## src/rtl/sdram_cfg_pkg.sv

```systemverilog
package sdram_cfg_pkg;
  localparam int DATA_W = 32;

  localparam logic [7:0] OFS_ERR0    = 8'h00;
  localparam logic [7:0] OFS_ERR1    = 8'h08;
  localparam logic [7:0] OFS_ERRADDR = 8'h10;
  localparam logic [7:0] OFS_CFG     = 8'h20;
  localparam logic [7:0] OFS_STAT    = 8'h24;
  localparam logic [7:0] OFS_RFSH    = 8'h30;
  localparam logic [7:0] OFS_PMT     = 8'h34;
  localparam logic [7:0] OFS_BANK0   = 8'h40;
  localparam logic [7:0] OFS_TIM     = 8'h80;
  localparam logic [7:0] OFS_ECCCFG  = 8'h94;
  localparam logic [7:0] OFS_ECCERR  = 8'h98;

  localparam logic [DATA_W-1:0] MASK_RFSH   = 32'h3FF8_0000;
  localparam logic [DATA_W-1:0] MASK_TIM    = 32'h018F_C01F;
  localparam logic [DATA_W-1:0] MASK_ECCCFG = 32'h00F0_0000;
  localparam logic [DATA_W-1:0] MASK_BANK   = 32'hFFDE_E001;
  localparam logic [DATA_W-1:0] MASK_PMT    = 32'hF800_0000;
  localparam logic [DATA_W-1:0] FORCE_PMT   = 32'h07C0_0000;

  localparam logic [DATA_W-1:0] RST_RFSH = 32'h05F0_0000;
  localparam logic [DATA_W-1:0] RST_TIM  = 32'h0085_4009;
  localparam logic [DATA_W-1:0] RST_CFG  = 32'h0080_0000;
  localparam logic [DATA_W-1:0] RST_PMT  = 32'h07C0_0000;

  // Control bits of the configuration word
  localparam int CFG_GLB_BIT = 31;
  localparam int CFG_AUX_BIT = 30;

  typedef struct packed {
    logic err0;
    logic err1;
    logic erraddr;
    logic cfg;
    logic stat;
    logic rfsh;
    logic pmt;
    logic tim;
    logic ecccfg;
    logic eccerr;
  } reg_sel_t;

  // Window length in bytes for a 3-bit size code, 33 bits wide to avoid wrap
  function automatic logic [DATA_W:0] bank_span(input logic [2:0] code);
    bank_span = (DATA_W+1)'(33'h0_0040_0000) << code;
  endfunction
endpackage

```

## src/rtl/sdram_cfg_index.sv

```systemverilog
module sdram_cfg_index
  import sdram_cfg_pkg::*;
#(
  parameter int IDX_W       = 8,
  parameter int NUM_BANKS   = 4,
  parameter int BANK_STRIDE = 4
) (
  input  logic                 clk,
  input  logic                 rst_n,
  input  logic                 idx_wr,
  input  logic [IDX_W-1:0]     idx_wdata,
  output logic [IDX_W-1:0]     idx_q,
  output reg_sel_t             sel,
  output logic [NUM_BANKS-1:0] bank_sel
);
  logic [IDX_W-1:0] idx_d;

  always_comb begin
    idx_d = idx_q;
    if (idx_wr) idx_d = idx_wdata;
  end

  always_ff @(posedge clk or negedge rst_n) begin
    if (!rst_n) idx_q <= '0;
    else        idx_q <= idx_d;
  end

  always_comb begin
    sel.err0    = (idx_q == IDX_W'(OFS_ERR0));
    sel.err1    = (idx_q == IDX_W'(OFS_ERR1));
    sel.erraddr = (idx_q == IDX_W'(OFS_ERRADDR));
    sel.cfg     = (idx_q == IDX_W'(OFS_CFG));
    sel.stat    = (idx_q == IDX_W'(OFS_STAT));
    sel.rfsh    = (idx_q == IDX_W'(OFS_RFSH));
    sel.pmt     = (idx_q == IDX_W'(OFS_PMT));
    sel.tim     = (idx_q == IDX_W'(OFS_TIM));
    sel.ecccfg  = (idx_q == IDX_W'(OFS_ECCCFG));
    sel.eccerr  = (idx_q == IDX_W'(OFS_ECCERR));
  end

  for (genvar b = 0; b < NUM_BANKS; b++) begin : g_bank_dec
    localparam logic [IDX_W-1:0] B_OFS = IDX_W'(OFS_BANK0) + IDX_W'(b * BANK_STRIDE);
    assign bank_sel[b] = (idx_q == B_OFS);
  end

  // the offset only moves on an index-port write
  a_r1_index_holds: assert property (@(posedge clk) disable iff (!rst_n)
    !idx_wr |=> $stable(idx_q));
  a_r1_index_loads: assert property (@(posedge clk) disable iff (!rst_n)
    idx_wr |=> (idx_q == $past(idx_wdata)));
endmodule

```

## src/rtl/sdram_cfg_bank.sv

```systemverilog
module sdram_cfg_bank
  import sdram_cfg_pkg::*;
(
  input  logic              clk,
  input  logic              rst_n,
  input  logic              wr_en,
  input  logic [DATA_W-1:0] wdata,
  input  logic              glb_en,
  input  logic [DATA_W-1:0] probe_addr,
  output logic [DATA_W-1:0] bank_q,
  output logic              mapped,
  output logic              hit
);
  logic [DATA_W-1:0] bank_d;
  logic [DATA_W:0]   base_ext;
  logic [DATA_W:0]   limit_ext;
  logic [DATA_W:0]   probe_ext;
  logic [2:0]        size_code;

  always_comb begin
    bank_d = bank_q;
    if (wr_en) bank_d = wdata & MASK_BANK;
  end

  always_ff @(posedge clk or negedge rst_n) begin
    if (!rst_n) bank_q <= '0;
    else        bank_q <= bank_d;
  end

  always_comb begin
    size_code = bank_q[19:17];
    base_ext  = {1'b0, bank_q[31:23], 23'b0};
    limit_ext = base_ext + bank_span(size_code);
    probe_ext = {1'b0, probe_addr};
    mapped    = bank_q[0] & glb_en;
    hit       = mapped && (size_code != 3'd7) &&
                (probe_ext >= base_ext) && (probe_ext < limit_ext);
  end

  // nothing is mapped while the controller is globally off
  a_r11_off_unmapped: assert property (@(posedge clk) disable iff (!rst_n)
    !glb_en |-> !mapped);
  // a hit never comes from an unmapped bank
  a_r12_hit_needs_map: assert property (@(posedge clk) disable iff (!rst_n)
    hit |-> mapped);
endmodule

```

## src/rtl/sdram_cfg_ctrl.sv

```systemverilog
module sdram_cfg_ctrl
  import sdram_cfg_pkg::*;
(
  input  logic              clk,
  input  logic              rst_n,
  input  logic              cfg_wr,
  input  logic              eccerr_wr,
  input  logic [DATA_W-1:0] wdata,
  output logic [DATA_W-1:0] cfg_q,
  output logic [DATA_W-1:0] stat_q,
  output logic [DATA_W-1:0] eccerr_q,
  output logic              ecc_irq,
  output logic              glb_en
);
  logic [DATA_W-1:0] cfg_d;
  logic [DATA_W-1:0] stat_d;
  logic [DATA_W-1:0] eccerr_d;
  logic              irq_d;

  always_comb begin
    cfg_d  = cfg_q;
    stat_d = stat_q;
    if (cfg_wr) begin
      cfg_d = wdata;
      if (!cfg_q[CFG_GLB_BIT] && wdata[CFG_GLB_BIT])      stat_d[CFG_GLB_BIT] = 1'b0;
      else if (cfg_q[CFG_GLB_BIT] && !wdata[CFG_GLB_BIT]) stat_d[CFG_GLB_BIT] = 1'b1;
      if (!cfg_q[CFG_AUX_BIT] && wdata[CFG_AUX_BIT])      stat_d[CFG_AUX_BIT] = 1'b1;
      else if (cfg_q[CFG_AUX_BIT] && !wdata[CFG_AUX_BIT]) stat_d[CFG_AUX_BIT] = 1'b0;
    end
  end

  always_comb begin
    eccerr_d = eccerr_q;
    irq_d    = ecc_irq;
    if (eccerr_wr) begin
      eccerr_d = wdata;
      if ((eccerr_q == '0) && (wdata != '0))      irq_d = 1'b1;
      else if ((eccerr_q != '0) && (wdata == '0)) irq_d = 1'b0;
    end
  end

  always_ff @(posedge clk or negedge rst_n) begin
    if (!rst_n) begin
      cfg_q    <= RST_CFG;
      stat_q   <= '0;
      eccerr_q <= '0;
      ecc_irq  <= 1'b0;
    end else begin
      cfg_q    <= cfg_d;
      stat_q   <= stat_d;
      eccerr_q <= eccerr_d;
      ecc_irq  <= irq_d;
    end
  end

  assign glb_en = cfg_q[CFG_GLB_BIT];

  a_r6_enable_clears: assert property (@(posedge clk) disable iff (!rst_n)
    (cfg_wr && !cfg_q[CFG_GLB_BIT] && wdata[CFG_GLB_BIT]) |=> !stat_q[CFG_GLB_BIT]);
  a_r6_disable_sets: assert property (@(posedge clk) disable iff (!rst_n)
    (cfg_wr && cfg_q[CFG_GLB_BIT] && !wdata[CFG_GLB_BIT]) |=> stat_q[CFG_GLB_BIT]);
  a_r7_aux_follows: assert property (@(posedge clk) disable iff (!rst_n)
    (cfg_wr && (cfg_q[CFG_AUX_BIT] != wdata[CFG_AUX_BIT])) |=>
      (stat_q[CFG_AUX_BIT] == $past(wdata[CFG_AUX_BIT])));
  a_r13_irq_rise: assert property (@(posedge clk) disable iff (!rst_n)
    (eccerr_wr && (eccerr_q == '0) && (wdata != '0)) |=> ecc_irq);
  a_r13_irq_fall: assert property (@(posedge clk) disable iff (!rst_n)
    (eccerr_wr && (wdata == '0)) |=> !ecc_irq);
endmodule

```

## src/rtl/sdram_cfg_regfile.sv

```systemverilog
module sdram_cfg_regfile
  import sdram_cfg_pkg::*;
#(
  parameter int NUM_BANKS   = 4,
  parameter int IDX_W       = 8,
  parameter int BANK_STRIDE = 4
) (
  input  logic                 clk,
  input  logic                 rst_n,
  input  logic                 host_wr,
  input  logic                 host_port,
  input  logic [DATA_W-1:0]    host_wdata,
  output logic [DATA_W-1:0]    host_rdata,
  input  logic [DATA_W-1:0]    err0_set,
  input  logic [DATA_W-1:0]    err1_set,
  input  logic [DATA_W-1:0]    probe_addr,
  output logic [NUM_BANKS-1:0] bank_map,
  output logic [NUM_BANKS-1:0] bank_hit,
  output logic                 ecc_irq
);
  // Asynchronous assertion, synchronous release
  logic [1:0] rst_pipe;
  logic       rst_q;

  always_ff @(posedge clk or negedge rst_n) begin
    if (!rst_n) rst_pipe <= '0;
    else        rst_pipe <= {rst_pipe[0], 1'b1};
  end
  assign rst_q = rst_pipe[1];

  logic                 idx_wr;
  logic                 data_wr;
  logic [IDX_W-1:0]     idx_q;
  reg_sel_t             sel;
  logic [NUM_BANKS-1:0] bank_sel;

  assign idx_wr  = host_wr & ~host_port;
  assign data_wr = host_wr &  host_port;

  sdram_cfg_index #(
    .IDX_W      (IDX_W),
    .NUM_BANKS  (NUM_BANKS),
    .BANK_STRIDE(BANK_STRIDE)
  ) u_index (
    .clk      (clk),
    .rst_n    (rst_q),
    .idx_wr   (idx_wr),
    .idx_wdata(host_wdata[IDX_W-1:0]),
    .idx_q    (idx_q),
    .sel      (sel),
    .bank_sel (bank_sel)
  );

  logic [DATA_W-1:0] cfg_q;
  logic [DATA_W-1:0] stat_q;
  logic [DATA_W-1:0] eccerr_q;
  logic              glb_en;

  sdram_cfg_ctrl u_ctrl (
    .clk      (clk),
    .rst_n    (rst_q),
    .cfg_wr   (data_wr & sel.cfg),
    .eccerr_wr(data_wr & sel.eccerr),
    .wdata    (host_wdata),
    .cfg_q    (cfg_q),
    .stat_q   (stat_q),
    .eccerr_q (eccerr_q),
    .ecc_irq  (ecc_irq),
    .glb_en   (glb_en)
  );

  logic [DATA_W-1:0] bank_word [NUM_BANKS];

  for (genvar b = 0; b < NUM_BANKS; b++) begin : g_bank
    sdram_cfg_bank u_bank (
      .clk       (clk),
      .rst_n     (rst_q),
      .wr_en     (data_wr & bank_sel[b]),
      .wdata     (host_wdata),
      .glb_en    (glb_en),
      .probe_addr(probe_addr),
      .bank_q    (bank_word[b]),
      .mapped    (bank_map[b]),
      .hit       (bank_hit[b])
    );
  end

  // Plain registers: error words, error address, timers, timing, ECC config
  logic [DATA_W-1:0] err0_q, err0_d;
  logic [DATA_W-1:0] err1_q, err1_d;
  logic [DATA_W-1:0] erraddr_q, erraddr_d;
  logic [DATA_W-1:0] rfsh_q, rfsh_d;
  logic [DATA_W-1:0] pmt_q, pmt_d;
  logic [DATA_W-1:0] tim_q, tim_d;
  logic [DATA_W-1:0] ecccfg_q, ecccfg_d;
  logic [DATA_W-1:0] clr0, clr1;

  always_comb begin
    clr0      = (data_wr && sel.err0) ? host_wdata : '0;
    clr1      = (data_wr && sel.err1) ? host_wdata : '0;
    err0_d    = (err0_q & ~clr0) | err0_set;
    err1_d    = (err1_q & ~clr1) | err1_set;
    erraddr_d = erraddr_q;
    rfsh_d    = rfsh_q;
    pmt_d     = pmt_q;
    tim_d     = tim_q;
    ecccfg_d  = ecccfg_q;
    if (data_wr) begin
      if (sel.erraddr) erraddr_d = host_wdata;
      if (sel.rfsh)    rfsh_d    = host_wdata & MASK_RFSH;
      if (sel.pmt)     pmt_d     = (host_wdata & MASK_PMT) | FORCE_PMT;
      if (sel.tim)     tim_d     = host_wdata & MASK_TIM;
      if (sel.ecccfg)  ecccfg_d  = host_wdata & MASK_ECCCFG;
    end
  end

  always_ff @(posedge clk or negedge rst_q) begin
    if (!rst_q) begin
      err0_q    <= '0;
      err1_q    <= '0;
      erraddr_q <= '0;
      rfsh_q    <= RST_RFSH;
      pmt_q     <= RST_PMT;
      tim_q     <= RST_TIM;
      ecccfg_q  <= '0;
    end else begin
      err0_q    <= err0_d;
      err1_q    <= err1_d;
      erraddr_q <= erraddr_d;
      rfsh_q    <= rfsh_d;
      pmt_q     <= pmt_d;
      tim_q     <= tim_d;
      ecccfg_q  <= ecccfg_d;
    end
  end

  // Read multiplexer; an unknown offset leaves it at zero
  always_comb begin
    host_rdata = '0;
    if (!host_port) begin
      host_rdata[IDX_W-1:0] = idx_q;
    end else begin
      if (sel.err0)    host_rdata = err0_q;
      if (sel.err1)    host_rdata = err1_q;
      if (sel.erraddr) host_rdata = erraddr_q;
      if (sel.cfg)     host_rdata = cfg_q;
      if (sel.stat)    host_rdata = stat_q;
      if (sel.rfsh)    host_rdata = rfsh_q;
      if (sel.pmt)     host_rdata = pmt_q;
      if (sel.tim)     host_rdata = tim_q;
      if (sel.ecccfg)  host_rdata = ecccfg_q;
      if (sel.eccerr)  host_rdata = eccerr_q;
      for (int b = 0; b < NUM_BANKS; b++) begin
        if (bank_sel[b]) host_rdata = bank_word[b];
      end
    end
  end

  // a set pulse always lands, even against a same-cycle clear
  a_r3_set_wins0: assert property (@(posedge clk) disable iff (!rst_q)
    (err0_set != '0) |=> ((err0_q & $past(err0_set)) == $past(err0_set)));
  a_r3_set_wins1: assert property (@(posedge clk) disable iff (!rst_q)
    (err1_set != '0) |=> ((err1_q & $past(err1_set)) == $past(err1_set)));
  // the forced field of the power-management timer never drops
  a_r9_pmt_forced: assert property (@(posedge clk) disable iff (!rst_q)
    data_wr && sel.pmt |=> ((pmt_q & FORCE_PMT) == FORCE_PMT));
endmodule

```

## config.mk

```make
export PLATFORM = sky130hd
export DESIGN_NAME = sdram_cfg_regfile
export DESIGN_NICKNAME = d
export VERILOG_FILES = /design/src/rtl/sdram_cfg_pkg.sv /design/src/rtl/sdram_cfg_index.sv /design/src/rtl/sdram_cfg_bank.sv /design/src/rtl/sdram_cfg_ctrl.sv /design/src/rtl/sdram_cfg_regfile.sv
export SDC_FILE = /design/constraint.sdc
export NUM_CORES = 1
export LEC_CHECK = 0
export BUFFER_PORTS_ARGS = -buffer_cell sky130_fd_sc_hd__buf_2
export CELL_PAD_IN_SITES_DETAIL_PLACEMENT = 2
export CELL_PAD_IN_SITES_GLOBAL_PLACEMENT = 2
export CORE_MARGIN = 4
export CORE_UTILIZATION = 35
export CTS_CLUSTER_DIAMETER = 80
export CTS_CLUSTER_SIZE = 30
export DETAILED_ROUTE_END_ITERATION = 8
export PLACE_DENSITY_LB_ADDON = 0.15
export RECOVER_POWER = 50
export SLEW_MARGIN = 20
export SYNTH_ARGS = -nofsm -noshare
export SYNTH_HDL_FRONTEND = slang
export SYNTH_HIERARCHICAL = 1
export SYNTH_SLANG_ARGS = --single-unit
```

## constraint.sdc

```tcl
create_clock -name clk -period 24.1 [get_ports clk]
set_input_delay 4.82 -clock clk [delete_from_list [all_inputs] [get_ports clk]]
set_output_delay 4.82 -clock clk [all_outputs]
set_load 0.02 [all_outputs]
```

==> results by group, run 1 <==
Clock network
  – Inserted Clock Buffers: 25
  – Root Driver: clkbuf_16
  – Clock Latency Late Sink: around 0.58 ns
  – Clock slew at reported path FFs: 0.10 ns
  – Total number of H-tree levels: 1
  – Clock Sinks: 278
  – Longest Clk Path Bufs: 3
  – Hold buffer count at cts: 0
  – Post-CTS sizing: 0
  – Setup Fix Bufs, Post-CTS: 0
  – TritonCTS clock tree: done

Global routing
  – First-pass GRT wire length: 107,000 µm
  – Initial antenna violation count: 3
  – Largest net degree at the start of global routing: 158
  – Vias in the first global route: 16,918
  – GRT Overall Usage: 0.243
  – Congestion Overflow GR: 0

Logic synthesis
  – Sequential share of the synthesized area: 0.380
  – Top FF cell, synth: dfrtp_1
  – Mapped Area: 18,300 µm²
  – Synth top area share: 0.362
  – EDFF count, synth: 0
  – Synth cell types: 80
  – Yosys warns: 6
  – Ys async rst share: 1.00
  – Area contributors post-synth: dfrtp_1 (36%), mux2_2 (11%), ha_1 (7.3%)
  – Syn Inst Count: 1,882
  – #FFs+latches synth: 278
  – Cell taking the most area after synthesis: dfrtp_1
  – Synth Area per Inst: 9.75 µm²

Worst setup path
  – CP arrival: approximately 8.4 ns
  – Worst Setup SP: host_port
  – WS Path Type: in -> out
  – Setup crit end kind: primary output
  – CP max FO: 48
  – Startpoint Class: input port
  – Required @ worst endpoint: between 15 and 20 ns
  – Reg2Reg Launch Point: rst_pipe[1]

Finish
  – Layout cells sized above 1: 0.241
  – Layout area overhead: 11.3%
  – Fillcell total: 5,565
  – Most common cell after layout, fill and taps aside: dfrtp_1
  – Register Area: between 6000 and 7000 µm²
  – Multi-input logic area: 10,300 µm²
  – Final #Nets: 2,242
  – Commonest cells after routing, fill and taps aside: dfrtp_1 (265), nand2_1 (192), mux2_2 (176)
  – N_diodes: 0

Floorplanning
  – Core area: 51,600 µm²
  – IO Count: 173
  – Initial Utilization: 0.355
  – Die Wd: 237 µm
  – Chip Height: 237 µm
  – Die area: 56,100 µm²
  – Row Count: 83

Timing
  – Clock skew: roughly 0.020 ns
  – Slew of the pin with the lowest slew margin: 8.65 ns
  – Final setup margin: between 10 and 15 ns
  – Max Clk Rate: 0.0754 GHz
  – Final setup violation count: 0
  – Slew Viols, Final: 363
  – Worst relative slew slack: -4.77
  – Crit path time final: 13.26 ns
  – Setup TNS: 0 ns
  – Final Hold Fails: 0
  – Crit share post-route: 0.550
  – RSZ-0062 raised after global routing: no

Drt
  – DRT antenna net count: 0
  – Final WL: approximately 70,000 µm
  – Via count: 15,419
  – Pre-antenna DRT Iters: 5
  – Avg WL per Cell: approximately 26 µm
  – Vias per cell: between 5 and 6
  – Initial DRC count: just over 700
  – DRC viols: 0

Place
  – Gp weighted congestion: 0.869
  – Port bufs: 172
  – Hpwl dp: 50,900 µm
  – Place WS: about 12 ns

Power
  – Worst VDD drop: 0.0515 mV
  – Leakage power: approximately 9.3 nW
  – Cell Pwr Density: 64.2 nW/µm²

Hold path
  – Min-delay src: rst_pipe[0]
  – Worst hold path type: reg -> reg

Outcome
  – Violated checks: max-capacitance violations, max-slew violations
  – Run status: finished, violations left

Run
  – # Max-Cap Violations: 5
## cell families after synthesis
kind of cell / after synthesis / share of synthesized area
flops: 278 / 0.380
buf+inv: 261 / 0.0786
simple gates: 507 / 0.142
fa+ha+maj: 111 / 0.0773
xor+xnor: 24 / 0.0115
mux: 181 / 0.111
other cells: 6 / 0.00123
compound gates: 514 / 0.199
## worst max-delay path, stage by stage
cell	delay [ns]
buf_2	0.08
clkbuf_1	1.85
nand3_1	0.63
nor2_1	0.41
a22oi_1	0.14
nand2_1	0.26
buf_2	0.19
## flip-flops by register name, summed over array words and instances (netlist names)
register and count:
u_ctrl/eccerr_q 32, err0_q 32, g_bank.u_bank/bank_q 72, u_ctrl/ecc_irq 1
rst_pipe 2, u_ctrl/stat_q 2, pmt_q 5, err1_q 32
tim_q 13, ecccfg_q 4, erraddr_q 32, rfsh_q 11
u_ctrl/cfg_q 32, u_index/idx_q 8
## cells in the mapped netlist, types with 9 or more instances
| cell | n |
|---|---|
| a211oi_1 | 17 |
| o211ai_1 | 25 |
| nand4_1 | 21 |
| nand2b_1 | 20 |
| nor2b_1 | 19 |
| inv_1 | 69 |
| ha_1 | 107 |
| o21a_1 | 12 |
| and2_1 | 10 |
| a22oi_1 | 26 |
| buf_6 | 10 |
| buf_4 | 89 |
| clkbuf_1 | 36 |
| and3_1 | 12 |
| a21o_1 | 80 |
| buf_1 | 9 |
| dfstp_2 | 13 |
| dfrtp_1 | 265 |
| and3b_1 | 9 |
| xor2_1 | 16 |
| a21oi_1 | 80 |
| buf_2 | 42 |
| mux2_2 | 176 |
| nor3_1 | 27 |
| o22ai_1 | 33 |
| a221oi_1 | 42 |
| nand2_1 | 192 |
| nand3_1 | 24 |
| a221o_1 | 23 |
| nor4_1 | 41 |
| nor2_1 | 72 |
| o21ai_0 | 91 |
## report_power, final
group          internal, mW  total [mW]  leakage [nW]  switching [mW]
Combinational         0.114       0.279          5.52           0.165
Sequential            0.504       0.550          3.30          0.0455
Clock                 0.230       0.482         0.470           0.252
Total                 0.849        1.31          9.28           0.462
## routing by layer
layer  track usage  share of wire  vias to the layer above  wire length (µm)
li1              -              -                     7017                 -
met1         0.332           0.46                     8015             32000
met2         0.410           0.48                      306             33400
met3        0.0261          0.036                       81              2530
met4        0.0651          0.029                        0              2010
met5             0              0                        -                 0
## worst paths after layout
check,end,slack [ns],depth (start not counted)
setup reg to reg,g_bank[0].u_bank/bank_q[28],13.38,1
max in group asynchronous,g_bank[0].u_bank/bank_q[28],13.38,1
hold / removal,rst_pipe[1],0.36,0
min in group asynchronous,err1_q[28],1.22,0
hold reg to reg,rst_pipe[1],0.36,0
setup / recovery,host_rdata[24],10.84,7
## cell type report
| type | count | area share |
|---|---|---|
| multi-input cells | 1424 | 0.504 |
| flip-flops and latches | 278 | 0.341 |
| repair buffers | 195 | 0.0496 |
| well taps | 680 | 0.0417 |
| clock buffers | 25 | 0.0306 |
| clock inverters | 21 | 0.0189 |
| inverters | 75 | 0.0138 |
## metrics by stage
stage | utilization | hold slack (ns) | cells | area, µm² | power, mW
5_1_grt | 0.396 | 0.388 | 2698 | 20400 | 1.38
2_1_floorplan | - | 0.331 | 1963 | 18600 | 0.729
6_report | 0.396 | 0.363 | 2698 | 20400 | 1.31
3_5_place_dp | 0.377 | 0.344 | 2652 | 19400 | 0.837
3_3_place_gp | 0.377 | 0.336 | 2652 | 19400 | 0.819
4_1_cts | 0.396 | 0.368 | 2698 | 20500 | 1.33
Power figures use the tool's default switching activity.
==> run 2: changes to the inputs <==
Settings changed: ABC_AREA set to 1, CORE_UTILIZATION 35 to 32.
Clock period 24.1 ns to 12 ns, I/O delays scaled along.
==> results by group, run 2 <==
Worst setup path
  – Critical path, cell by cell: clkbuf_1, clkbuf_1, buf_16
  – CP max stage cell: clkbuf_1
  – Worst reg2reg path depth: 3 (+2)
  – R2R setup slack: 5.05 ns (-8.33 ns)
  – CP max FO: 121 (+150%)
  – Reg2Reg Launch Point: rst_pipe[1]
  – WS Path Type: reg -> async
  – CP arrival: 7.58 ns (-0.86 ns)
  – Reg2reg end: g_bank[0].u_bank/bank_q[22]
  – Crit-path most repeated cell: clkbuf_1
  – Startpoint Class: flip-flop
  – Required @ worst endpoint: 12.63 ns (-6.65 ns)
  – Slowest Stage Delay on Critical Path: 2.33 ns (+0.48 ns)
  – Setup crit end kind: asynchronous set/reset pin

Global routing
  – First-pass GRT wire length: 115,000 µm (+8.2%)
  – Vias in the first global route: 19,336 (+14%)
  – Initial antenna violation count: 1 (-2)
  – Congestion Overflow GR: 0 (unchanged)
  – GRT Overall Usage: 0.232 (-0.0110)
  – Largest net degree at the start of global routing: 166 (+5.1%)

Logic synthesis
  – Most instantiated cells after synthesis: nand2_1 (682), inv_1 (267), dfrtp_1 (265), nor2_1 (258), o21ai_0 (243)
  – Cell taking the most area after synthesis: dfrtp_1
  – Synth top area share: 0.348 (-0.0133)
  – Yosys warns: 6 (unchanged)
  – EDFF count, synth: 0 (unchanged)
  – Most common cell in the synthesized netlist: nand2_1
  – Top FF cell, synth: dfrtp_1
  – Syn Inst Count: 2,599 (+38%)
  – #FFs+latches synth: 278 (unchanged)
  – Synth cell types: 46 (-43%)
  – Sequential share of the synthesized area: 0.366 (-0.0140)
  – Synth Area per Inst: 7.33 µm² (-25%)
  – Area contributors post-synth: dfrtp_1 (35%), nand2_1 (13%), ha_1 (7.0%)
  – Ys async rst share: 1.00 (unchanged)
  – Mapped Area: 19,000 µm² (+3.8%)

Power
  – Leakage power: 10.6 nW (+14%)
  – Worst VDD drop: 0.0649 mV (+26%)
  – Cell Pwr Density: 145 nW/µm² (+130%)

Floorplanning
  – Initial Utilization: 0.323 (-0.0327)
  – Die Wd: 252 µm (+6.3%)
  – Row Count: 89 (+7.2%)
  – Core area: 59,000 µm² (+14%)
  – Die area: 63,500 µm² (+13%)
  – Chip Height: 252 µm (+6.3%)
  – IO Count: 173 (unchanged)

Finish
  – Final Util: 0.356 (-0.0394)
  – Final cell count without fillers: 3,491 (+29%)
  – Commonest cells after routing, fill and taps aside: nand2_1 (681), inv_1 (267), dfrtp_1 (265)
  – Layout area overhead: 10.4%
  – Layout cells sized above 1: 0.150 (-0.0916)
  – Fillcell total: 7,033 (+26%)
  – Most flops, register: g_bank.u_bank/bank_q
  – N_diodes: 0 (unchanged)
  – Final #Nets: 2,945 (+31%)
  – Max FFs per register: 72 (unchanged)
  – Most common cell after layout, fill and taps aside: nand2_1
  – Final Instance Area: 21,000 µm² (+3.0%)

Timing
  – Worst relative slew slack: -1.11 (+3.66)
  – Slew of the pin with the lowest slew margin: 3.16 ns (-5.50 ns)
  – Setup TNS: 0 ns (unchanged)
  – Clock skew: 0.0247 ns (+0.00460 ns)
  – Max Clk Rate: ~0.14 GHz
  – Slew Viols, Final: 160 (-56%)
  – Final setup violation count: 0 (unchanged)
  – Crit share post-route: 0.579
  – Crit path time final: 6.95 ns
  – RSZ-0062 raised after global routing: no
  – Final Hold Fails: 0 (unchanged)

Hold path
  – WHS Endpoint: rst_pipe[1]
  – Worst hold path type: reg -> reg
  – Hold Path Cell Cnt: 0 (unchanged)
  – Min-delay src: rst_pipe[0]

Clock network
  – Root Driver: clkbuf_16
  – Total number of H-tree levels: 1 (unchanged)
  – Clock Sinks: 278 (unchanged)
  – Clock Latency Late Sink: 0.57 ns (about the same)
  – Hold buffer count at cts: 0 (unchanged)
  – TritonCTS clock tree: done
  – Inserted Clock Buffers: 23 (-8.0%)
  – Longest Clk Path Bufs: 3 (unchanged)
  – Setup Fix Bufs, Post-CTS: 0 (unchanged)
  – Post-CTS sizing: 0 (unchanged)
  – Clock slew at reported path FFs: 0.10 ns (about the same)

Place
  – Port bufs: 172 (unchanged)
  – Post-placement cell count: 3,449 (+30%)
  – Gp weighted congestion: 0.867 (-0.26%)
  – Area after DPL: 20,200 µm² (+3.8%)
  – Hpwl dp: 55,800 µm (+9.5%)

Drt
  – Pre-antenna DRT Iters: 4 (-1)
  – DRT antenna net count: 0 (unchanged)
  – Initial DRC count: 773 (+6.8%)
  – Final WL: 74,800 µm (+7.0%)
  – DRC viols: 0 (unchanged)
  – Via count: 17,513 (+14%)
  – Avg WL per Cell: 21.4 µm (-17%)
  – Vias per cell: 5.02 (-12%)

Outcome
  – Run status: finished, violations left
  – Violated checks: max-capacitance violations, max-slew violations

Run
  – # Max-Cap Violations: 3 (-2)
run 2: how the worst max path moves through the flow:
stage | from | end | slack (ns)
floorplan | rst_pipe[1] | ecccfg_q[20] | 3.70
global placement | probe_addr[26] | bank_hit[3] | 5.61
detailed placement | probe_addr[26] | bank_hit[2] | 5.62
CTS | u_index/idx_q[1] | host_rdata[31] | 5.31
global route | rst_pipe[1] | g_bank[0].u_bank/bank_q[0] | 3.67
finish | rst_pipe[1] | g_bank[0].u_bank/bank_q[22] | 5.05
run 2: logic make-up (layout without fill, tap and decap cells):
kind of cell,after synthesis,count (layout),synth area share
other,6,87,0.00118
AND/OR/NAND/NOR,1103,1103,0.237
AO/OA/AOI/OAI,539,539,0.151
buffers and inverters,477,515,0.120
multiplexers,57,57,0.0376
adder cells (fa/ha/maj),111,111,0.0745
XOR/XNOR,28,28,0.0129
flip-flops,278,278,0.366
run 2: power by group:
part           total, mW  switching [mW]  leakage, nW  internal, mW
combinational      0.988           0.639         6.94         0.350
clock              0.887           0.484        0.415         0.403
sequential          1.18           0.115         3.21          1.06
run 2: critical path: cells and delay by family, from the launching register on:
family | cells | cell delay, ns
buf+inv | 3 | 4.88
flops | 1 | 1.98
run 2: layout make-up:
cell class	instances	area, µm²	share of cell area
clock inverter	18	287	0.0136
inverter	278	1040	0.0496
multi-input combinational	1925	10100	0.482
clock buffer	23	576	0.0274
tap	773	967	0.0460
timing repair buffer	196	1050	0.0497
sequential	278	6970	0.332
run 2: through the flow:
stage / total power, mW / hold slack, ns / worst slack (ns)
5_1_grt: 3.26 / 0.374 / 3.67
4_1_cts: 3.09 / 0.368 / 5.31
3_5_place_dp: 2.18 / 0.345 / 5.62
6_report: 3.05 / 0.364 / 5.05
3_3_place_gp: 2.12 / 0.336 / 5.61
2_1_floorplan: 1.83 / 0.331 / 3.70
run 2: routing by layer:
metal  vias to the layer above  track usage  wire [µm]
met1                      8857        0.323      35700
met3                        66       0.0194       2040
met2                       231        0.394      35300
met5                         -            0          0
met4                         0       0.0526       1710
li1                       8359            -          -
==> run 3: changes to the inputs <==
Clock period 12 ns to 6.1 ns, I/O delays scaled along.
==> results by group, run 3 (same netlist as run 2, synthesis figures left out) <==
Power
  – Worst VDD drop: 0.163 mV (+150%)
  – Cell Pwr Density: 284 nW/µm² (+95%)
  – Clk pwr share: 0.298 (+0.008)
  – Register share of total power: 0.387 (about the same)
  – Switching Power: 2.37 mW (+92%)
  – Leakage power: 10.6 nW (+0.48%)
  – Sw frac: 0.396 (-0.00913)
  – Internal power: 3.62 mW (+99%)
  – Logic pwr share: 0.315 (-0.009)

Floorplanning
  – Core area: 59,000 µm² (unchanged)
  – Initial Utilization: 0.323 (unchanged)
  – IO Count: 173 (unchanged)
  – Row Count: 89 (unchanged)
  – Die area: 63,500 µm² (unchanged)
  – Chip Height: 252 µm (unchanged)
  – Die Wd: 252 µm (unchanged)

Global routing
  – Vias in the first global route: 19,372 (+0.19%)
  – First-pass GRT wire length: 117,000 µm (+1.8%)
  – GRT Overall Usage: 0.236 (+0.00439)
  – Initial antenna violation count: 1 (unchanged)
  – Congestion Overflow GR: 0 (unchanged)
  – Largest net degree at the start of global routing: 68 (-59%)

Clock network
  – Inserted Clock Buffers: 25 (+8.7%)
  – Post-CTS sizing: 0 (unchanged)
  – Clock Latency Late Sink: 0.59 ns (+0.02 ns)
  – Total number of H-tree levels: 1 (unchanged)
  – Hold buffer count at cts: 0 (unchanged)
  – Clock slew at reported path FFs: 0.08 ns (-0.02 ns)
  – Longest Clk Path Bufs: 3 (unchanged)
  – Root Driver: clkbuf_16
  – TritonCTS clock tree: done
  – Clock Sinks: 278 (unchanged)
  – Setup Fix Bufs, Post-CTS: 0 (unchanged)

Finish
  – Max FFs per register: 72 (unchanged)
  – Most common cell after layout, fill and taps aside: nand2_1
  – Final #Nets: 2,955 (+0.34%)
  – Layout cells sized above 1: 0.155 (+0.00515)
  – Commonest cells after routing, fill and taps aside: nand2_1 (681), inv_1 (266), dfrtp_1 (265)
  – Most flops, register: g_bank.u_bank/bank_q
  – Layout area overhead: 10.8%

Drt
  – Met3 Routed Length: 2360 µm (+16%)
  – DRT antenna net count: 0 (unchanged)
  – DRC viols: 0 (unchanged)
  – Vias per cell: 5.06 (+0.93%)
  – Via count: 17,747 (+1.3%)
  – Pre-antenna DRT Iters: 7 (+3)
  – Final WL: 75,900 µm (+1.5%)
  – Met1 wire length: 35,600 µm (-0.24%)
  – Initial DRC count: 782 (+1.2%)
  – Avg WL per Cell: 21.7 µm (+1.0%)
  – Met2 wire len: 36,300 µm (+2.7%)
  – Top Layer Used: met5

Worst setup path
  – Slowest Stage Delay on Critical Path: 0.70 ns (-1.63 ns)
  – Crit-path most repeated cell: nand2_1
  – CP max FO: 30 (-75%)
  – CP arrival: 4.19 ns (-3.39 ns)
  – Critical path, cell by cell: nor2_2, nand2_1, nor2_1, inv_2, nor2_4, nand2_1, nand2_1, o211ai_1, nand2_1, nand2_1, nand2_1, nand2_1, nand2_1, nand2_1, nand2_1, nand2_1, a21oi_1, buf_2
  – WS Path Type: reg -> out
  – CP max stage cell: nor2_4
  – Required @ worst endpoint: 4.88 ns (-7.75 ns)
  – Startpoint Class: flip-flop
  – Setup crit end kind: primary output

Run
  – # Max-Cap Violations: 5 (+2)

Timing
  – Max Clk Rate: 0.185 GHz
  – Clock skew: 0.0205 ns (-0.00423 ns)
  – Crit path time final: 5.41 ns
  – Slew of the pin with the lowest slew margin: 3.49 ns (+0.335 ns)
  – Crit share post-route: 0.887
  – Final Hold Fails: 0 (unchanged)
  – RSZ-0062 raised after global routing: no
  – Slew Viols, Final: 285 (+78%)
  – Worst relative slew slack: -1.33 (-0.223)
  – Final setup violation count: 0 (unchanged)
  – Setup TNS: 0 ns (unchanged)
  – Hold_ws: 0.361 ns (-0.00270 ns)

Place
  – Port bufs: 172 (unchanged)
  – Gp weighted congestion: 0.847 (-2.3%)
  – Hpwl dp: 56,800 µm (+1.8%)

Outcome
  – Violated checks: max-capacitance violations, max-slew violations
  – Run status: finished, violations left

Hold path
  – Worst hold path type: reg -> reg
-- run 3: cell count changes in the layout (fill, tap and decap cells not counted), moves of 2 or more --
cell / delta
inv_12: -2
clkinv_8: +2
inv_16: -3
inv_8: +5
clkbuf_16: +2
nor2_2: +2
nor2_1: -2
clkbuf_2: +2
clkinvlp_4: +2
clkinv_2: +2
inv_6: -2
buf_4: +6
-- run 3: layout make-up --
| class | instances | area [µm²] |
|---|---|---|
| inverters | 278 | 1040 |
| clock inverters | 20 | 251 |
| well taps | 773 | 967 |
| multi-input cells | 1925 | 10100 |
| repair buffers | 204 | 1090 |
| fillers | 7065 | 37900 |
| flip-flops and latches | 278 | 6970 |
| diodes | 1 | 2.50 |
| clock buffers | 26 | 639 |
-- run 3: stage by stage --
step	instances	utilization	setup WS (ns)	power (mW)	area (µm²)
after detailed placement	3458	0.343	1.32	4.24	20300
final	3505	0.358	0.690	5.99	21100
after global placement	3458	0.343	1.44	4.10	20200
after CTS	3504	0.358	0.685	6.05	21100
after floorplan	2680	-	1.56	3.60	19300
after global routing	3504	0.358	0.345	6.42	21100
-- run 3: critical path: cells and delay by family, from the launching register on --
kind | cells | cell delay (ns)
DFF | 1 | 0.46
buffers and inverters | 2 | 0.30
AOI/OAI and AO/OA | 2 | 0.35
and+or+nand+nor | 14 | 2.48
-- run 3: final timing paths --
kind	start	to	slack, ns	depth (start not counted)
max in group asynchronous	rst_pipe[1]	g_bank[1].u_bank/bank_q[30]	1.18	1
setup reg to reg	rst_pipe[1]	g_bank[1].u_bank/bank_q[30]	1.18	1
setup / recovery	u_index/idx_q[5]	host_rdata[27]	0.69	18
hold / removal	rst_pipe[0]	rst_pipe[1]	0.36	0
hold reg to reg	rst_pipe[0]	rst_pipe[1]	0.36	0
min in group asynchronous	rst_n	rst_pipe[1]	0.42	1
-- run 3: per-layer routing --
| layer | vias up | track usage |
|---|---|---|
| met4 | 2 | 0.0497 |
| met2 | 301 | 0.403 |
| met5 | - | 0 |
| met3 | 75 | 0.0210 |
| li1 | 8372 | - |
| met1 | 8997 | 0.328 |
-- run 3: power by group through the flow --
stage / clock network (mW) / logic, mW / registers, mW
final: 1.79 / 1.89 / 2.32
after floorplan: 0 / 1.32 / 2.28
after detailed placement: 0 / 1.89 / 2.35
after global routing: 1.91 / 2.17 / 2.35
after global placement: 0 / 1.76 / 2.33
after CTS: 1.83 / 1.90 / 2.32
